[config.mk]
export PLATFORM = sky130hd
export DESIGN_NAME = adc_seq_ctrl
export DESIGN_NICKNAME = d
export VERILOG_FILES = /design/src/rtl/adc_seq_pkg.sv /design/src/rtl/adc_sclk_timer.sv /design/src/rtl/adc_ctrl_encoder.sv /design/src/rtl/adc_bit_shifter.sv /design/src/rtl/adc_seq_ctrl.sv
export SDC_FILE = /design/constraint.sdc
export NUM_CORES = 1
export LEC_CHECK = 0
export BUFFER_PORTS_ARGS = -buffer_cell sky130_fd_sc_hd__buf_2
export CORE_UTILIZATION = 60
export CTS_BUF_LIST = sky130_fd_sc_hd__clkbuf_8
export CTS_CLUSTER_DIAMETER = 40
export DETAILED_ROUTE_END_ITERATION = 7
export HOLD_SLACK_MARGIN = 0.08
export PLACE_DENSITY_LB_ADDON = 0.05
export SLEW_MARGIN = 20
export SYNTH_ARGS = -nofsm -noshare
export SYNTH_HDL_FRONTEND = slang
export SYNTH_HIERARCHICAL = 1
export SYNTH_SLANG_ARGS = --single-unit
[constraint.sdc]
create_clock -name clk -period 2.5 [get_ports clk]
set_clock_uncertainty 0.1 [all_clocks]
set_input_delay 0.5 -clock clk [delete_from_list [all_inputs] [get_ports clk]]
set_output_delay 0.5 -clock clk [all_outputs]
set_load 0.02 [all_outputs]
[src/rtl/adc_seq_pkg.sv]
package adc_seq_pkg;
    localparam int CTRL_BITS    = 8;
    localparam int DATA_BITS    = 12;
    localparam int RES_BITS     = 16;
    localparam int ADC_CHANNELS = 8;
    localparam int USED_INPUTS  = 4;

    typedef enum logic [2:0] {
        ST_IDLE,
        ST_CFG,
        ST_CONV,
        ST_READ,
        ST_GAP
    } seq_state_e;
endpackage

[src/rtl/adc_sclk_timer.sv]
module adc_sclk_timer #(
    parameter int HALF_CYCLES = 2
) (
    input  logic clk,
    input  logic rst_n,
    input  logic run,
    output logic tick,
    output logic level
);
    localparam int CW = (HALF_CYCLES > 1) ? $clog2(HALF_CYCLES) : 1;

    logic [CW-1:0] cnt_q;

    assign tick = run && (cnt_q == CW'(HALF_CYCLES - 1));

    always_ff @(posedge clk or negedge rst_n) begin
        if (!rst_n) begin
            cnt_q <= '0;
            level <= 1'b0;
        end else if (!run) begin
            cnt_q <= '0;
            level <= 1'b0;
        end else if (tick) begin
            cnt_q <= '0;
            level <= ~level;
        end else begin
            cnt_q <= cnt_q + 1'b1;
        end
    end

    // the serial clock never runs outside a frame
    assert_level_idle_R3: assert property (@(posedge clk) disable iff (!rst_n)
        !run |=> !level);
endmodule

[src/rtl/adc_ctrl_encoder.sv]
module adc_ctrl_encoder
    import adc_seq_pkg::*;
(
    input  logic [2:0]           chan_in,
    input  logic [1:0]           range_in,
    output logic                 legal,
    output logic [CTRL_BITS-1:0] ctrl_word
);
    logic [2:0] conv_chan;

    assign legal     = (chan_in >= 3'd1) && (int'(chan_in) <= USED_INPUTS);
    assign conv_chan = 3'(ADC_CHANNELS - int'(chan_in));
    assign ctrl_word = {1'b1, conv_chan, range_in[1], range_in[0], 2'b00};

    // a legal input always lands in the upper half of the converter
    always_comb begin
        if (legal) assert_upper_channel_R2: assert (conv_chan[2] == 1'b1);
    end
endmodule

[src/rtl/adc_bit_shifter.sv]
module adc_bit_shifter #(
    parameter int WIDTH = 12
) (
    input  logic             clk,
    input  logic             rst_n,
    input  logic             load,
    input  logic [WIDTH-1:0] load_val,
    input  logic             shift_out,
    input  logic             shift_in,
    input  logic             din,
    output logic [WIDTH-1:0] q
);
    always_ff @(posedge clk or negedge rst_n) begin
        if (!rst_n) begin
            q <= '0;
        end else if (load) begin
            q <= load_val;
        end else if (shift_out) begin
            q <= {q[WIDTH-2:0], 1'b0};
        end else if (shift_in) begin
            q <= {q[WIDTH-2:0], din};
        end
    end
endmodule

[src/rtl/adc_seq_ctrl.sv]
module adc_seq_ctrl
    import adc_seq_pkg::*;
#(
    parameter int CLK_FREQ_HZ      = 50_000_000,
    parameter int SCLK_HALF_CYCLES = 2,
    parameter int CONV_TIME_NS     = 9090,
    parameter int CS_GAP_SCLKS     = 3
) (
    input  logic                clk,
    input  logic                rst_n,
    input  logic                req_valid,
    output logic                req_ready,
    input  logic [2:0]          req_input,
    input  logic [1:0]          req_range,
    output logic                req_err,
    output logic                busy,
    output logic                adc_sclk,
    output logic                adc_cs_n,
    output logic                adc_dout,
    input  logic                adc_din,
    output logic                res_valid,
    output logic [RES_BITS-1:0] res_data
);
    localparam longint CONV_RAW =
        (longint'(CLK_FREQ_HZ) * CONV_TIME_NS + 64'd999_999_999) / 64'd1_000_000_000;
    localparam int CONV_CYCLES = int'(CONV_RAW);
    localparam int GAP_CYCLES  = 2 * CS_GAP_SCLKS * SCLK_HALF_CYCLES;
    localparam int WAIT_CYCLES = (CONV_CYCLES > GAP_CYCLES) ? CONV_CYCLES : GAP_CYCLES;
    localparam int WCW         = $clog2(WAIT_CYCLES + 1);
    localparam int CFG_HALVES  = 2 * CTRL_BITS;
    localparam int RD_HALVES   = 2 * DATA_BITS;
    localparam int HCW         = $clog2(RD_HALVES + 1);
    localparam int PAD_BITS    = DATA_BITS - CTRL_BITS;
    localparam int EXT_BITS    = RES_BITS - DATA_BITS;

    seq_state_e state_q, state_d;

    logic                 tick, sclk_lvl, frame_on;
    logic [HCW-1:0]       half_q;
    logic [WCW-1:0]       wait_q;
    logic                 enc_ok;
    logic [CTRL_BITS-1:0] enc_word;
    logic [DATA_BITS-1:0] sr_q;
    logic                 bip_q;
    logic                 take, cfg_done, rd_done;

    assign frame_on = (state_q == ST_CFG) || (state_q == ST_READ);
    assign take     = (state_q == ST_IDLE) && req_valid && enc_ok;
    assign cfg_done = (state_q == ST_CFG)  && tick && (half_q == HCW'(CFG_HALVES - 1));
    assign rd_done  = (state_q == ST_READ) && tick && (half_q == HCW'(RD_HALVES - 1));

    adc_ctrl_encoder u_enc (
        .chan_in  (req_input),
        .range_in (req_range),
        .legal    (enc_ok),
        .ctrl_word(enc_word)
    );

    adc_sclk_timer #(.HALF_CYCLES(SCLK_HALF_CYCLES)) u_timer (
        .clk  (clk),
        .rst_n(rst_n),
        .run  (frame_on),
        .tick (tick),
        .level(sclk_lvl)
    );

    adc_bit_shifter #(.WIDTH(DATA_BITS)) u_shift (
        .clk      (clk),
        .rst_n    (rst_n),
        .load     (take),
        .load_val ({enc_word, {PAD_BITS{1'b0}}}),
        .shift_out((state_q == ST_CFG) && tick && sclk_lvl),
        .shift_in ((state_q == ST_READ) && tick && !sclk_lvl),
        .din      (adc_din),
        .q        (sr_q)
    );

    // state register
    always_ff @(posedge clk or negedge rst_n) begin
        if (!rst_n) state_q <= ST_IDLE;
        else        state_q <= state_d;
    end

    // transitions
    always_comb begin
        state_d = state_q;
        unique case (state_q)
            ST_IDLE: if (take)     state_d = ST_CFG;
            ST_CFG:  if (cfg_done) state_d = ST_CONV;
            ST_CONV: if (wait_q == WCW'(WAIT_CYCLES - 1)) state_d = ST_READ;
            ST_READ: if (rd_done)  state_d = ST_GAP;
            ST_GAP:  if (wait_q == WCW'(GAP_CYCLES - 1))  state_d = ST_IDLE;
            default: state_d = ST_IDLE;
        endcase
    end

    // half-bit and wait counters
    always_ff @(posedge clk or negedge rst_n) begin
        if (!rst_n) begin
            half_q <= '0;
            wait_q <= '0;
        end else begin
            if (!frame_on)  half_q <= '0;
            else if (tick)  half_q <= half_q + 1'b1;
            if (state_d != state_q) wait_q <= '0;
            else if ((state_q == ST_CONV) || (state_q == ST_GAP)) wait_q <= wait_q + 1'b1;
        end
    end

    // pin-level outputs follow the state
    always_comb begin
        req_ready = (state_q == ST_IDLE);
        busy      = (state_q != ST_IDLE);
        adc_cs_n  = !frame_on;
        adc_sclk  = sclk_lvl;
        adc_dout  = (state_q == ST_CFG) ? sr_q[DATA_BITS-1] : 1'b0;
    end

    // registered strobes and result
    always_ff @(posedge clk or negedge rst_n) begin
        if (!rst_n) begin
            req_err   <= 1'b0;
            res_valid <= 1'b0;
            res_data  <= '0;
            bip_q     <= 1'b0;
        end else begin
            req_err   <= (state_q == ST_IDLE) && req_valid && !enc_ok;
            res_valid <= rd_done;
            if (take) bip_q <= req_range[0];
            if (rd_done) begin
                res_data <= bip_q ? {{EXT_BITS{sr_q[DATA_BITS-1]}}, sr_q}
                                  : {{EXT_BITS{1'b0}}, sr_q};
            end
        end
    end

    // cycles chip select has been high, for the conversion-wait check
    logic [WCW-1:0] hi_cnt_q;
    always_ff @(posedge clk or negedge rst_n) begin
        if (!rst_n)                   hi_cnt_q <= '0;
        else if (!adc_cs_n)           hi_cnt_q <= '0;
        else if (hi_cnt_q != WCW'(WAIT_CYCLES)) hi_cnt_q <= hi_cnt_q + 1'b1;
    end

    assert_sclk_low_R3: assert property (@(posedge clk) disable iff (!rst_n)
        adc_cs_n |-> !adc_sclk);
    assert_dout_steady_R3: assert property (@(posedge clk) disable iff (!rst_n)
        (!adc_cs_n && adc_sclk) |-> $stable(adc_dout));
    assert_conv_wait_R5: assert property (@(posedge clk) disable iff (!rst_n)
        ((state_q == ST_READ) && $fell(adc_cs_n)) |-> (int'(hi_cnt_q) >= CONV_CYCLES));
    assert_result_at_cs_rise_R7: assert property (@(posedge clk) disable iff (!rst_n)
        res_valid |-> $rose(adc_cs_n));
    assert_ready_busy_R8: assert property (@(posedge clk) disable iff (!rst_n)
        !(req_ready && busy));
    assert_err_no_frame_R10: assert property (@(posedge clk) disable iff (!rst_n)
        req_err |-> (adc_cs_n && !busy));
endmodule

Word-level counts from Yosys, hierarchy flattened
Cells that the tools add are included.
Widths: inputs -> output; s select.
- multiply operators: 0
- reduce and logical (&&, ||, !) cells: 20
- equality and inequality tests: 10
- bitwise logic cells: 1
- divide/modulo/power cells: 0
- multiplexer cells: 19
- shift-type cells: 0
- add/subtract/negate cells: 4
- order comparisons: 2
- operators with widths (operator ; count):
    $mux 12 ; 3
    $mux 9 ; 2
    $mux 16 ; 1
    $mux 3 ; 5
    $pmux 3 s5 ; 1
    $logic_and 1x1->1 ; 11
    $mux 5 ; 2
    $add 9x1->9 const B ; 1
    $eq 9x4->1 const B ; 1
    $eq 9x9->1 const B ; 1
    $eq 3x2->1 const B ; 2
    $reduce_bool 3->1 ; 2
    $add 5x1->5 const B ; 1
    $eq 5x4->1 const B ; 1
    $eq 5x5->1 const B ; 1
    $mux 1 ; 5
    $eq 3x1->1 const B ; 1
    $eq 3x3->1 const B ; 1
    $ge 3x1->1 const B ; 1
    $le 3x3->1 const B ; 1
    $logic_not 1->1 ; 3
    $logic_not 3->1 ; 1
    $ne 3x3->1 ; 1
    $sub 1x3->3 const A ; 1
    5 further kinds ; 6
- bits in registers: 50
- memory bits (read-only): 0
- RAM bits: 0
- word-level logic and storage cells: 66
- memories kept: 0
- latch bits: 0
- input port bits: 9
- output and inout port bits: 23

Longest topological paths before layout
Gate-level depths: netlist (run 1).
- depth after elaboration: 9
- gate-level depth with buffers: 11
- depth with buffers taken out: 9

Cells and area by module
The synthesis (run 1) kept the hierarchy.
- modules (own cells, without submodules) (module ; seq. area each (sq um) ; cells an instance ; times used ; area an instance (sq um)):
    adc_seq_ctrl ; 825.8 ; 153 ; 1 ; 1707.9
    adc_bit_shifter ; 300.3 ; 55 ; 1 ; 651.9
    adc_ctrl_encoder ; 0.0 ; 16 ; 1 ; 110.1
    adc_sclk_timer ; 50.0 ; 6 ; 1 ; 81.3

Worst setup path after synthesis (run 1)
OpenSTA, ideal clock, no wires.
- path type: register -> register
- from: register state_q[1]
- to: register u_shift.q[9]
- path slack: 149 ps
- path buffers: 1
- data arrival time: 2125 ps
- setup time: 126 ps
- stages on the path, launching flop included: 7
- clock period less this slack: 2351 ps
- required time: 2274 ps
- path through: dfrtp_1 buf_6 nor3_1 nand3_1 inv_1 and2b_1 a221o_1
- elaborated cells between the ends (all ways): 14
- classes of those cells: eq/ne (2); mux (2); reduce/logical (10)
- RTL lines (element ; RTL line ; text):
    start, declared ; adc_seq_ctrl.sv:36 ; seq_state_e state_q, state_d;
    start signal, assigned ; adc_seq_ctrl.sv:81 ; else state_q <= state_d;
    $logic_not 3->1 * ; n/a ;
    via req_ready ; adc_seq_ctrl.sv:12 ; output logic req_ready,
    $logic_and 1x1->1 * (2 in series) ; adc_seq_ctrl.sv:48 ; assign take = (state_q == ST_IDLE) && req_valid && enc_ok;
    via take ; adc_seq_ctrl.sv:45 ; logic take, cfg_done, rd_done;
    $reduce_bool 3->1 (no source line) / $mux 12 (equally long branches) ; n/a ;
    end signal, assigned ; adc_bit_shifter.sv:17 ; q <= load_val;
    end signal, assigned ; adc_bit_shifter.sv:19 ; q <= {q[WIDTH-2:0], 1'b0};
    end signal, assigned ; adc_bit_shifter.sv:21 ; q <= {q[WIDTH-2:0], din};
    end, declared ; adc_bit_shifter.sv:11 ; output logic [WIDTH-1:0] q
Mark *: on every way through the listed nets, which the timed path passes. The rest lies on a longest branch.
A chain may end at the register's enable or synchronous reset.

Worst setup path after layout (run 1)
- from: register state_q[2]
- to: register u_shift.q[9]
- longest elaborated chain between the ends: 7
- elaborated cells between the ends (all ways): 14
- classes of those cells: eq/ne (2); mux (2); reduce/logical (10)
- ends and longest elaborated chain (element ; RTL line ; text):
    $eq 3x1->1 / $eq 3x2->1 (equally long branches) ; adc_seq_ctrl.sv:47 ; assign frame_on = (state_q == ST_CFG) || (state_q == ST_READ);
    $logic_or 1x1->1 * ; adc_seq_ctrl.sv:47 ;
    via frame_on ; adc_seq_ctrl.sv:38 ; logic tick, sclk_lvl, frame_on;
    $logic_and 1x1->1 * ; adc_sclk_timer.sv:14 ; assign tick = run && (cnt_q == CW'(HALF_CYCLES - 1));
    via tick ; adc_seq_ctrl.sv:38 ;
    $logic_and 1x1->1 (2 in series) ; adc_seq_ctrl.sv:72 ; .shift_out((state_q == ST_CFG) && tick && sclk_lvl),
    $mux 12 ; adc_bit_shifter.sv:18 ; end else if (shift_out) begin
    $mux 12 ; adc_bit_shifter.sv:16 ; end else if (load) begin
Marks and branches as above.

==> insert_results.sql, run 1 <==
INSERT INTO impl_metrics (metric_group, metric, value, unit) VALUES
('clocking', 'clock_latency', '0.30', 'ns'),
('hold_path', 'min-delay-path-class', 'primary input to flop', ''),
('clocking', 'tritoncts_clock_tree', 'done', ''),
('critical_path', 'crit_path_max_incr_delay', '0.41', 'ns'),
('final_layout', 'finish.net_count', '279', ''),
('global_routing', 'grt_util_all_layers', '23.3', '%'),
('placed_design', 'post-place-cells', '305', ''),
('clocking', 'htreeDepth', '2', ''),
('critical_path', 'worst_reg2reg_startpoint', 'state_q[2]', ''),
('logic_synthesis', 'share_of_the_synthesized_area_in_compound_gates_ao_oa_aoi_oai', '9.12', '%'),
('logic_synthesis', 'synthTopCellsByArea', 'dfrtp_1 (46%), mux2_2 (5.7%), nor4b_1 (4.5%)', ''),
('logic_synthesis', 'synthesis.area', '2550', 'um2'),
('outcome', 'run_status', 'complete, no violations', ''),
('global_routing', 'gr-usage-met2', '39.8', '%'),
('detailed_routing', 'drt-vias-per-instance', '5.70', ''),
('die', 'io_pins', '32', ''),
('timing', 'number_of_slew_limit_violations_in_the_final_report', '0', ''),
('global_routing', 'number_of_global_route_vias_before_repair', '1705', ''),
('global_routing', 'antenna_found_initial', '0', ''),
('critical_path', 'path_delay_family', 'simple AND/OR/NAND/NOR gates', ''),
('logic_synthesis', 'synth_fa_ha_area_share', '3.43', '%'),
('power', 'leakage_power_total', '1.41', 'nW'),
('placed_design', 'placement.setup.worst_slack', '0.177', 'ns'),
('critical_path', 'timing.rr.end', 'u_shift/q[9]', ''),
('logic_synthesis', 'synth-seq-cells', '47', ''),
('power', 'power-per-cell-area', '457', 'nW/um2'),
('logic_synthesis', 'syn-instance-count', '230', ''),
('timing', 'clock.fmax', '0.433', 'GHz'),
('timing', 'setup-tns-final', '0', 'ns'),
('timing', 'setup_violations', '0', ''),
('global_routing', 'grt_max_degree', '33', ''),
('hold_path', 'hp-start', 'req_valid', ''),
('logic_synthesis', 'cell_type_contributing_the_most_total_cell_area_after_synthesis', 'dfrtp_1', ''),
('die', 'rows', '23', ''),
('logic_synthesis', 'syn_avg_cell_area', '11.1', 'um2'),
('timing', 'timing.final.ws_setup', '0.188', 'ns'),
('detailed_routing', 'dr_total_vias', '1791', ''),
('timing', 'rsz0062_at_grt', 'false', ''),
('logic_synthesis', 'synth-edff-count', '0', ''),
('logic_synthesis', 'post_synth_and_or_nand_nor_area_fraction', '21.4', '%'),
('critical_path', 'path_cells', 'nor2b_4 > and2_2 > nand2_1 > nor3b_1 > buf_12 > or2_1 > a221o_1', ''),
('global_routing', 'grt_pass1_wl', '7.79', 'mm'),
('critical_path', 'cp-startpoint', 'state_q[2]', ''),
('critical_path', 'worst-r2r-cell-count', '7', ''),
('final_layout', 'antenna_cells', '0', ''),
('final_layout', 'finalInstanceArea', '2840', 'um2'),
('global_routing', 'globalRouteMet1Util', '29.7', '%'),
('critical_path', 'crit_path_top_delay_cell', 'dfrtp_1', ''),
('clocking', 'post_cts.resized_instances', '0', ''),
('clocking', 'clock-sinks', '47', ''),
('timing', 'finalCritPeriodShare', '92.5', '%'),
('logic_synthesis', 'synth.top_cell.area_share', '46.1', '%'),
('logic_synthesis', 'synth_warnings', '6', ''),
('die', 'floorplan.die_area', '4520', 'um2'),
('final_layout', 'most_used_cells_in_the_layout_excluding_fill_and_tap_cells', 'dfrtp_1 (47), buf_2 (31), nor2b_1 (13), nor4b_1 (13), mux2_2 (13)', ''),
('hold_path', 'whs_endpoint', 'req_err', ''),
('placed_design', 'gpl.final_weighted_congestion', '0.851', ''),
('timing', 'hold_violations', '0', ''),
('final_layout', 'final_core_util', '70.5', '%'),
('detailed_routing', 'ant_nets', '0', ''),
('die', 'area_of_the_core_region', '4030', 'um2'),
('critical_path', 'crit_type', 'flop to flop', ''),
('logic_synthesis', 'synthArstFlopShare', '100', '%'),
('final_layout', 'final_layout_size_suffix_gt1_share', '27.3', '%'),
('clocking', 'cts_buffers', '5', ''),
('detailed_routing', 'wl', '4.88', 'mm'),
('critical_path', 'setup.worst_path.end_class', 'flop', ''),
('detailed_routing', 'wire_per_inst', '15.6', 'um'),
('clocking', 'worst_setup_hold_path_clk_slew', '0.09', 'ns'),
('clocking', 'root_buffer', 'clkbuf_8', ''),
('logic_synthesis', 'synth_seq_area_share', '46.1', '%');
==> report_power, final <==
part,switching (mW),leakage [nW],internal (mW)
clock,0.255,0.0557,0.249
combinational,0.0243,0.708,0.0104
sequential,0,0.642,0.759
==> final cells by class <==
| type | instances | area, um2 |
|---|---|---|
| Clock buffer | 7 | 96.3 |
| Clock inverter | 1 | 3.75 |
| Fill cell | 309 | 1190 |
| Inverter | 9 | 33.8 |
| Multi-Input combinational cell | 157 | 1180 |
| Sequential cell | 47 | 1180 |
| Tap cell | 50 | 62.6 |
| Timing Repair Buffer | 43 | 285 |
==> how the worst max path moves through the flow <==
| stage | depth (start not counted) | slack [ns] | end |
|---|---|---|---|
| finish | 7 | 0.19 | u_shift/q[9] |
| global route | 7 | 0.04 | u_shift/q[9] |
| CTS | 7 | 0.18 | u_shift/q[9] |
| detailed placement | 11 | 0.18 | u_shift/q[4] |
| global placement | 11 | 0.20 | u_shift/q[8] |
| floorplan | 6 | 0.15 | u_shift/q[9] |
==> layer usage <==
metal  up-vias  wire length (um)
met5         -                 0
met4         0                54
met3         8               152
met2        29              2390
met1       882              2290
li1        872                 -
==> Yosys cell counts, types with 4 or more instances <==
| cell type | instances |
|---|---|
| ha_1 | 7 |
| buf_4 | 13 |
| a221o_1 | 11 |
| xor2_1 | 6 |
| nor3b_1 | 4 |
| nor2b_1 | 13 |
| nor4b_1 | 13 |
| inv_1 | 8 |
| buf_6 | 6 |
| xnor2_1 | 5 |
| mux2_2 | 13 |
| nand4_1 | 6 |
| nand3_1 | 7 |
| a21oi_1 | 9 |
| nor2_1 | 12 |
| dfrtp_1 | 47 |
| nand2_1 | 10 |
==> sequential cells by signal, indices dropped and copies added (netlist names) <==
name           count
res_data          13
u_shift/q         12
wait_q             9
half_q             5
state_q            3
bip_q              1
req_err            1
res_valid          1
u_timer/cnt_q      1
u_timer/level      1
==> worst min-delay path: cells and delay by family <==
| kind | cells | cell delay (ns) |
|---|---|---|
| buffers and inverters | 1 | 0.12 |
| and+or+nand+nor | 2 | 0.08 |
==> logic make-up after synthesis <==
logic type / after synthesis
simple gates: 86
flops: 47
buf+inv: 30
compound gates: 29
mux: 16
xor+xnor: 12
fa+ha+maj: 7
other cells: 3
==> timing repair <==
item	in CTS	in global routing
buffers inserted	0	0
hold buffers	1	0
endpoints found under the hold margin	17	0
Note: power is estimated with default switching activity, not from simulation.
==> inputs of run 2 (changes only) <==
==> constraint.sdc (replaced) <==
create_clock -name clk -period 2.5 [get_ports clk]
set_clock_uncertainty 0.1 [all_clocks]
set_input_delay 0.375 -clock clk [delete_from_list [all_inputs] [get_ports clk]]
set_output_delay 0.375 -clock clk [all_outputs]
set_load 0.02 [all_outputs]
==> insert_results.sql, run 2 (synthesized netlist as in run 1, its figures left out) <==
INSERT INTO impl_metrics (metric_group, metric, value, unit) VALUES
('critical_path', 'worstPathArrival', '2.38', 'ns'),
('die', 'starting_density_of_the_core', '63.3', '%'),
('critical_path', 'path_cells', 'nor2b_4 > and2_2 > nand2_1 > nor3b_1 > buf_12 > or2_1 > a221o_1', ''),
('final_layout', 'antenna_cells', '0', ''),
('die', 'floorplan.die_area', '4520', 'um2'),
('final_layout', 'reg_top3', 'res_data: 13 flops, u_shift/q: 12 flops, wait_q: 9 flops', ''),
('die', 'io_pins', '32', ''),
('timing', 'period_needed', '2.25', 'ns'),
('clocking', 'post_cts_hold_fix_bufs', '1', ''),
('timing', 'setup-tns-final', '0', 'ns'),
('final_layout', 'filler_cell_count', '293', ''),
('critical_path', 'cp.required', '2.63', 'ns'),
('global_routing', 'number_of_global_route_vias_before_repair', '1729', ''),
('final_layout', 'layout_commonest_cell', 'dfrtp_1', ''),
('timing', 'timing.final.ws_setup', '0.250', 'ns'),
('timing', 'number_of_slew_limit_violations_in_the_final_report', '0', ''),
('clocking', 'root_buffer', 'clkbuf_8', ''),
('timing', 'setup_violations', '0', ''),
('placed_design', 'placement.setup.worst_slack', '0.261', 'ns'),
('power', 'power_switching', '0.277', 'mW'),
('global_routing', 'grt_util_all_layers', '24.3', '%'),
('placed_design', 'post-place-cells', '303', ''),
('power', 'combPwrFrac', '3.0', '%'),
('critical_path', 'crit_type', 'flop to flop', ''),
('die', 'die_height', '67.2', 'um'),
('power', 'power-per-cell-area', '440', 'nW/um2'),
('global_routing', 'grt_pass1_wl', '8.15', 'mm'),
('detailed_routing', 'drt-vias-per-instance', '5.70', ''),
('detailed_routing', 'ant_nets', '0', ''),
('timing', 'max_slew_margin', '61.2', '%'),
('run', 'number_of_violations_of_the_max_capacitance_limit', '0', ''),
('critical_path', 'cp-start-kind', 'flop', ''),
('clocking', 'clock_tree.buffer_depth', '2', ''),
('critical_path', 'setup.worst_path.end_class', 'flop', ''),
('power', 'vdd_ir_drop_max', '0.000386', 'V'),
('placed_design', 'port_buffers', '31', ''),
('final_layout', 'max_reg_flops', '13', ''),
('power', 'share_clk_of_total_power', '35.8', '%'),
('hold_path', 'min-delay-path-class', 'primary input to flop', ''),
('detailed_routing', 'detailedRoute.firstIterationViolations', '187', ''),
('final_layout', 'most_used_cells_in_the_layout_excluding_fill_and_tap_cells', 'dfrtp_1 (47), buf_2 (31), nor2b_1 (13), nor4b_1 (13), mux2_2 (13)', ''),
('outcome', 'run_status', 'complete, no violations', ''),
('clocking', 'clock_latency', '0.29', 'ns'),
('detailed_routing', 'drt_pass1_iterations', '4', ''),
('detailed_routing', 'dr_total_vias', '1773', ''),
('die', 'floorplan.die.width', '67.2', 'um'),
('clocking', 'worst_setup_hold_path_clk_slew', '0.09', 'ns'),
('clocking', 'post_cts.resized_instances', '0', ''),
('clocking', 'clock-sinks', '47', ''),
('timing', 'clock.fmax', '0.444', 'GHz'),
('die', 'rows', '23', ''),
('clocking', 'tritoncts_clock_tree', 'done', ''),
('detailed_routing', 'wire_per_inst', '15.6', 'um'),
('global_routing', 'grt.overflow.total', '0', ''),
('global_routing', 'antenna_found_initial', '0', ''),
('die', 'area_of_the_core_region', '4030', 'um2'),
('timing', 'hold_violations', '0', ''),
('final_layout', 'fin_cells', '311', ''),
('timing', 'timing_worst_slew_pin_value', '0.581', 'ns'),
('critical_path', 'crit_path_max_incr_delay', '0.41', 'ns'),
('power', 'intPower', '0.963', 'mW'),
('critical_path', 'crit_path_max_fanout', '13', ''),
('clocking', 'cts_buffers', '5', ''),
('power', 'leakage_power_total', '1.39', 'nW'),
('timing', 'worst_hold_slack_after_final_layout', '0.209', 'ns'),
('timing', 'rsz0062_at_grt', 'false', ''),
('detailed_routing', 'wl', '4.86', 'mm'),
('final_layout', 'area.growth.synth_to_final', '10.5', '%'),
('final_layout', 'finish.net_count', '277', ''),
('power', 'seq_power_share', '61.3', '%'),
('detailed_routing', 'drt_drc', '0', ''),
('power', 'switching_share', '22.3', '%'),
('timing', 'finalCritPeriodShare', '90.0', '%'),
('clocking', 'htreeDepth', '2', ''),
('final_layout', 'final_layout_size_suffix_gt1_share', '26.8', '%'),
('global_routing', 'grt_max_degree', '35', ''),
('placed_design', 'dp_hpwl', '3.27', 'mm'),
('critical_path', 'crit_path_top_delay_cell', 'dfrtp_1', ''),
('final_layout', 'largest_register', 'res_data', ''),
('placed_design', 'gpl.final_weighted_congestion', '0.764', ''),
('clocking', 'cts_post_setup_buffers_inserted', '0', '');
-- run 2: area by class of cell --
type,count,area (um2),area share [%]
multi-input cells,157,1180,41.9
flip-flops and latches,47,1180,41.7
repair buffers,41,283,10.0
clock buffers,5,68.8,2.44
well taps,50,62.6,2.22
inverters,9,33.8,1.20
clock inverters,2,13.8,0.488
-- run 2: path summary, 6_finish.rpt --
| kind | start | to | slack (ns) | cells past startpoint |
|---|---|---|---|---|
| max in group asynchronous | rst_n | u_shift/q[11] | 1.26 | 3 |
| worst max register to register | state_q[2] | u_shift/q[9] | 0.25 | 7 |
| worst min-delay path | req_valid | req_err | 0.21 | 3 |
| min in group asynchronous | rst_n | half_q[2] | 0.51 | 2 |
| worst max-delay path | state_q[2] | u_shift/q[9] | 0.25 | 7 |
| worst min register to register | res_data[7] | res_data[7] | 0.41 | 1 |
-- run 2: power groups by stage --
stage          Clock [mW]  Combinational, mW  Sequential (mW)
2_1_floorplan           0             0.0136            0.775
3_3_place_gp            0             0.0358            0.775
3_5_place_dp            0             0.0364            0.775
4_1_cts             0.458             0.0377            0.759
5_1_grt             0.487             0.0425            0.760
6_report            0.443             0.0368            0.759
-- run 2: layer usage --
| layer | part of all wire, % | wire (um) | vias up | GRT usage (%) |
|---|---|---|---|---|
| met5 | 0 | 0 | - | 0 |
| met4 | 0.95 | 46 | 0 | 7.71 |
| met3 | 2.8 | 134 | 4 | 5.41 |
| met2 | 49 | 2390 | 29 | 39.3 |
| met1 | 47 | 2290 | 875 | 32.5 |
| li1 | - | - | 865 | - |
-- run 2: stage by stage --
stage               total power, mW  area (um2)  utilization [%]
global route                   1.29        2820             70.0
detailed placement            0.811        2730             67.7
CTS                            1.25        2820             70.0
finish                         1.24        2820             70.0
global placement              0.810        2730             67.7
floorplan                     0.788        2570                -
-- run 2: worst max-delay path, delay by kind of cell (launching register included) --
kind	cells	cell delay, ns
AO/OA/AOI/OAI	1	0.22
buffers and inverters	1	0.19
flip-flops	1	0.41
AND/OR/NAND/NOR	5	1.26
==> inputs of run 3 (changes only) <==
GPL_TIMING_DRIVEN = 0   (was unset)
RECOVER_POWER = 25   (was unset)
==> insert_results.sql, run 3 (synthesized netlist as in run 1, its figures left out) <==
INSERT INTO impl_metrics (metric_group, metric, value, unit) VALUES
('outcome', 'run_status', 'complete, no violations', ''),
('global_routing', 'number_of_global_route_vias_before_repair', '1654', ''),
('timing', 'period_needed', '2.35', 'ns'),
('final_layout', 'final_core_util', '71.8', '%'),
('hold_path', 'cells_on_worst_hold_path', '3', ''),
('critical_path', 'path_delay_family', 'simple AND/OR/NAND/NOR gates', ''),
('global_routing', 'grt_pass1_wl', '7.82', 'mm'),
('timing', 'setup_violations', '0', ''),
('final_layout', 'reg_top3', 'res_data: 13 flops, u_shift/q: 12 flops, wait_q: 9 flops', ''),
('detailed_routing', 'wire_per_inst', '15.0', 'um'),
('detailed_routing', 'drt_pass1_iterations', '4', ''),
('final_layout', 'antenna_cells', '0', ''),
('critical_path', 'worst-r2r-cell-count', '9', ''),
('clocking', 'worst_setup_hold_path_clk_slew', '0.08', 'ns'),
('final_layout', 'fin_cells', '322', ''),
('final_layout', 'area.growth.synth_to_final', '13.3', '%'),
('run', 'number_of_violations_of_the_max_capacitance_limit', '0', ''),
('detailed_routing', 'dr_total_vias', '1795', ''),
('detailed_routing', 'drt_drc', '0', ''),
('timing', 'max_slew_margin', '24.7', '%'),
('clocking', 'clock_tree.buffer_depth', '2', ''),
('die', 'io_pins', '32', ''),
('detailed_routing', 'drt-vias-per-instance', '5.57', ''),
('global_routing', 'grt_util_met3', '5.74', '%'),
('hold_path', 'min-delay-path-class', 'primary input to flop', ''),
('timing', 'setup-tns-final', '0', 'ns'),
('placed_design', 'placedInstanceArea', '2780', 'um2'),
('timing', 'timing.final.ws_setup', '0.153', 'ns'),
('clocking', 'clock_latency', '0.30', 'ns'),
('final_layout', 'finish.net_count', '288', ''),
('die', 'floorplan.die.width', '67.2', 'um'),
('detailed_routing', 'detailedRoute.firstIterationViolations', '151', ''),
('global_routing', 'grt_max_degree', '48', ''),
('final_layout', 'final_layout_size_suffix_gt1_share', '30.9', '%'),
('final_layout', 'most_used_cells_in_the_layout_excluding_fill_and_tap_cells', 'dfrtp_1 (47), buf_2 (31)', ''),
('placed_design', 'post-place-cells', '314', ''),
('power', 'leakage_power_total', '1.45', 'nW'),
('final_layout', 'largest_register', 'res_data', ''),
('critical_path', 'cp.required', '2.58', 'ns'),
('placed_design', 'placement.setup.worst_slack', '0.131', 'ns'),
('timing', 'clock.fmax', '0.426', 'GHz'),
('timing', 'worst_hold_slack_after_final_layout', '0.208', 'ns'),
('critical_path', 'regToRegSetupSlack', '0.15', 'ns'),
('global_routing', 'grt_most_used_layer', 'met2', ''),
('critical_path', 'worstPathArrival', '2.43', 'ns'),
('placed_design', 'dp_hpwl', '3.36', 'mm'),
('critical_path', 'crit_type', 'flop to flop', ''),
('global_routing', 'globalRouteMet1Util', '32.6', '%'),
('detailed_routing', 'ant_nets', '0', ''),
('timing', 'rsz0062_at_grt', 'false', ''),
('critical_path', 'setup.worst_path.end_class', 'flop', ''),
('hold_path', 'hp-start', 'req_valid', ''),
('global_routing', 'gr-usage-met2', '37.3', '%'),
('power', 'vdd_ir_drop_max', '0.000373', 'V'),
('critical_path', 'timing.rr.end', 'res_data[6]', ''),
('placed_design', 'port_buffers', '30', ''),
('critical_path', 'worst_reg2reg_startpoint', 'state_q[2]', ''),
('power', 'power-per-cell-area', '434', 'nW/um2'),
('final_layout', 'layout_commonest_cell', 'dfrtp_1', ''),
('die', 'rows', '23', ''),
('clocking', 'tritoncts_clock_tree', 'done', ''),
('power', 'power.total', '1.25', 'mW'),
('detailed_routing', 'wl', '4.82', 'mm'),
('die', 'die_height', '67.2', 'um'),
('die', 'starting_density_of_the_core', '63.3', '%'),
('placed_design', 'gpl.final_weighted_congestion', '0.835', ''),
('timing', 'finalCritPeriodShare', '93.9', '%'),
('clocking', 'root_buffer', 'clkbuf_8', ''),
('critical_path', 'cp_common_cell', 'buf_6', ''),
('hold_path', 'whs_endpoint', 'req_err', ''),
('global_routing', 'grt.overflow.total', '0', ''),
('clocking', 'htreeDepth', '2', ''),
('timing', 'number_of_slew_limit_violations_in_the_final_report', '0', ''),
('clocking', 'clock-sinks', '47', ''),
('critical_path', 'crit_path_max_incr_delay', '0.37', 'ns'),
('critical_path', 'cp-start-kind', 'flop', ''),
('timing', 'timing_worst_slew_pin_value', '1.13', 'ns'),
('global_routing', 'antenna_found_initial', '0', ''),
('critical_path', 'path_cells', 'buf_4 > nor2b_4 > and2_2 > buf_6 > and4b_4 > nand3_1 > nor2_4 > buf_6 > mux2_2', ''),
('critical_path', 'crit_path_max_fanout', '10', ''),
('final_layout', 'max_reg_flops', '13', ''),
('critical_path', 'crit_path_top_delay_cell', 'dfrtp_1', ''),
('clocking', 'cts_buffers', '5', ''),
('die', 'floorplan.die_area', '4520', 'um2'),
('global_routing', 'grt_util_all_layers', '23.7', '%'),
('timing', 'hold_violations', '0', ''),
('final_layout', 'filler_cell_count', '305', ''),
('final_layout', 'finalInstanceArea', '2890', 'um2'),
('critical_path', 'worstPathBufferInverterCount', '3', ''),
('die', 'area_of_the_core_region', '4030', 'um2');
[run 3: tightest hold or removal path, cell delays in order]
cell	delay (ns)
buf_2	0.11
nand2_1	0.05
nor2_1	0.03
[run 3: what timing repair did]
item                       CTS  global route
setup endpoints to repair    0             6
setup buffers                0             0
gates resized for setup      0             3
hold endpoints to repair     0            47
hold buffers                 0             1
[run 3: report_power, final]
part	internal [mW]	switching [mW]	leakage, nW
registers	0.759	0	0.642
logic	0.0137	0.0246	0.760
clock network	0.217	0.239	0.0470
[run 3: area by class of cell]
type | count | area, um2 | area share (%)
multi-input cells | 157 | 1200 | 41.4
flip-flops and latches | 47 | 1180 | 40.7
plain buffers | 21 | 175 | 6.06
repair buffers | 31 | 160 | 5.54
clock buffers | 6 | 82.6 | 2.86
well taps | 50 | 62.6 | 2.16
inverters | 9 | 33.8 | 1.17
clock inverters | 1 | 5.00 | 0.173
[run 3: worst max-delay path by stage]
stage,from,endpoint,cells after the start
after global routing,state_q[2],res_data[7],9
after detailed placement,req_input[1],u_shift/q[5],11
after global placement,state_q[2],u_shift/q[9],9
after floorplan,state_q[1],u_shift/q[9],6
final,state_q[2],res_data[6],9
after CTS,state_q[1],u_shift/q[5],7
[run 3: routing by layer]
layer	vias to the layer above	part of all wire (%)
met4	0	1.1
li1	895	-
met1	862	48
met5	-	0
met3	7	2.6
met2	31	49
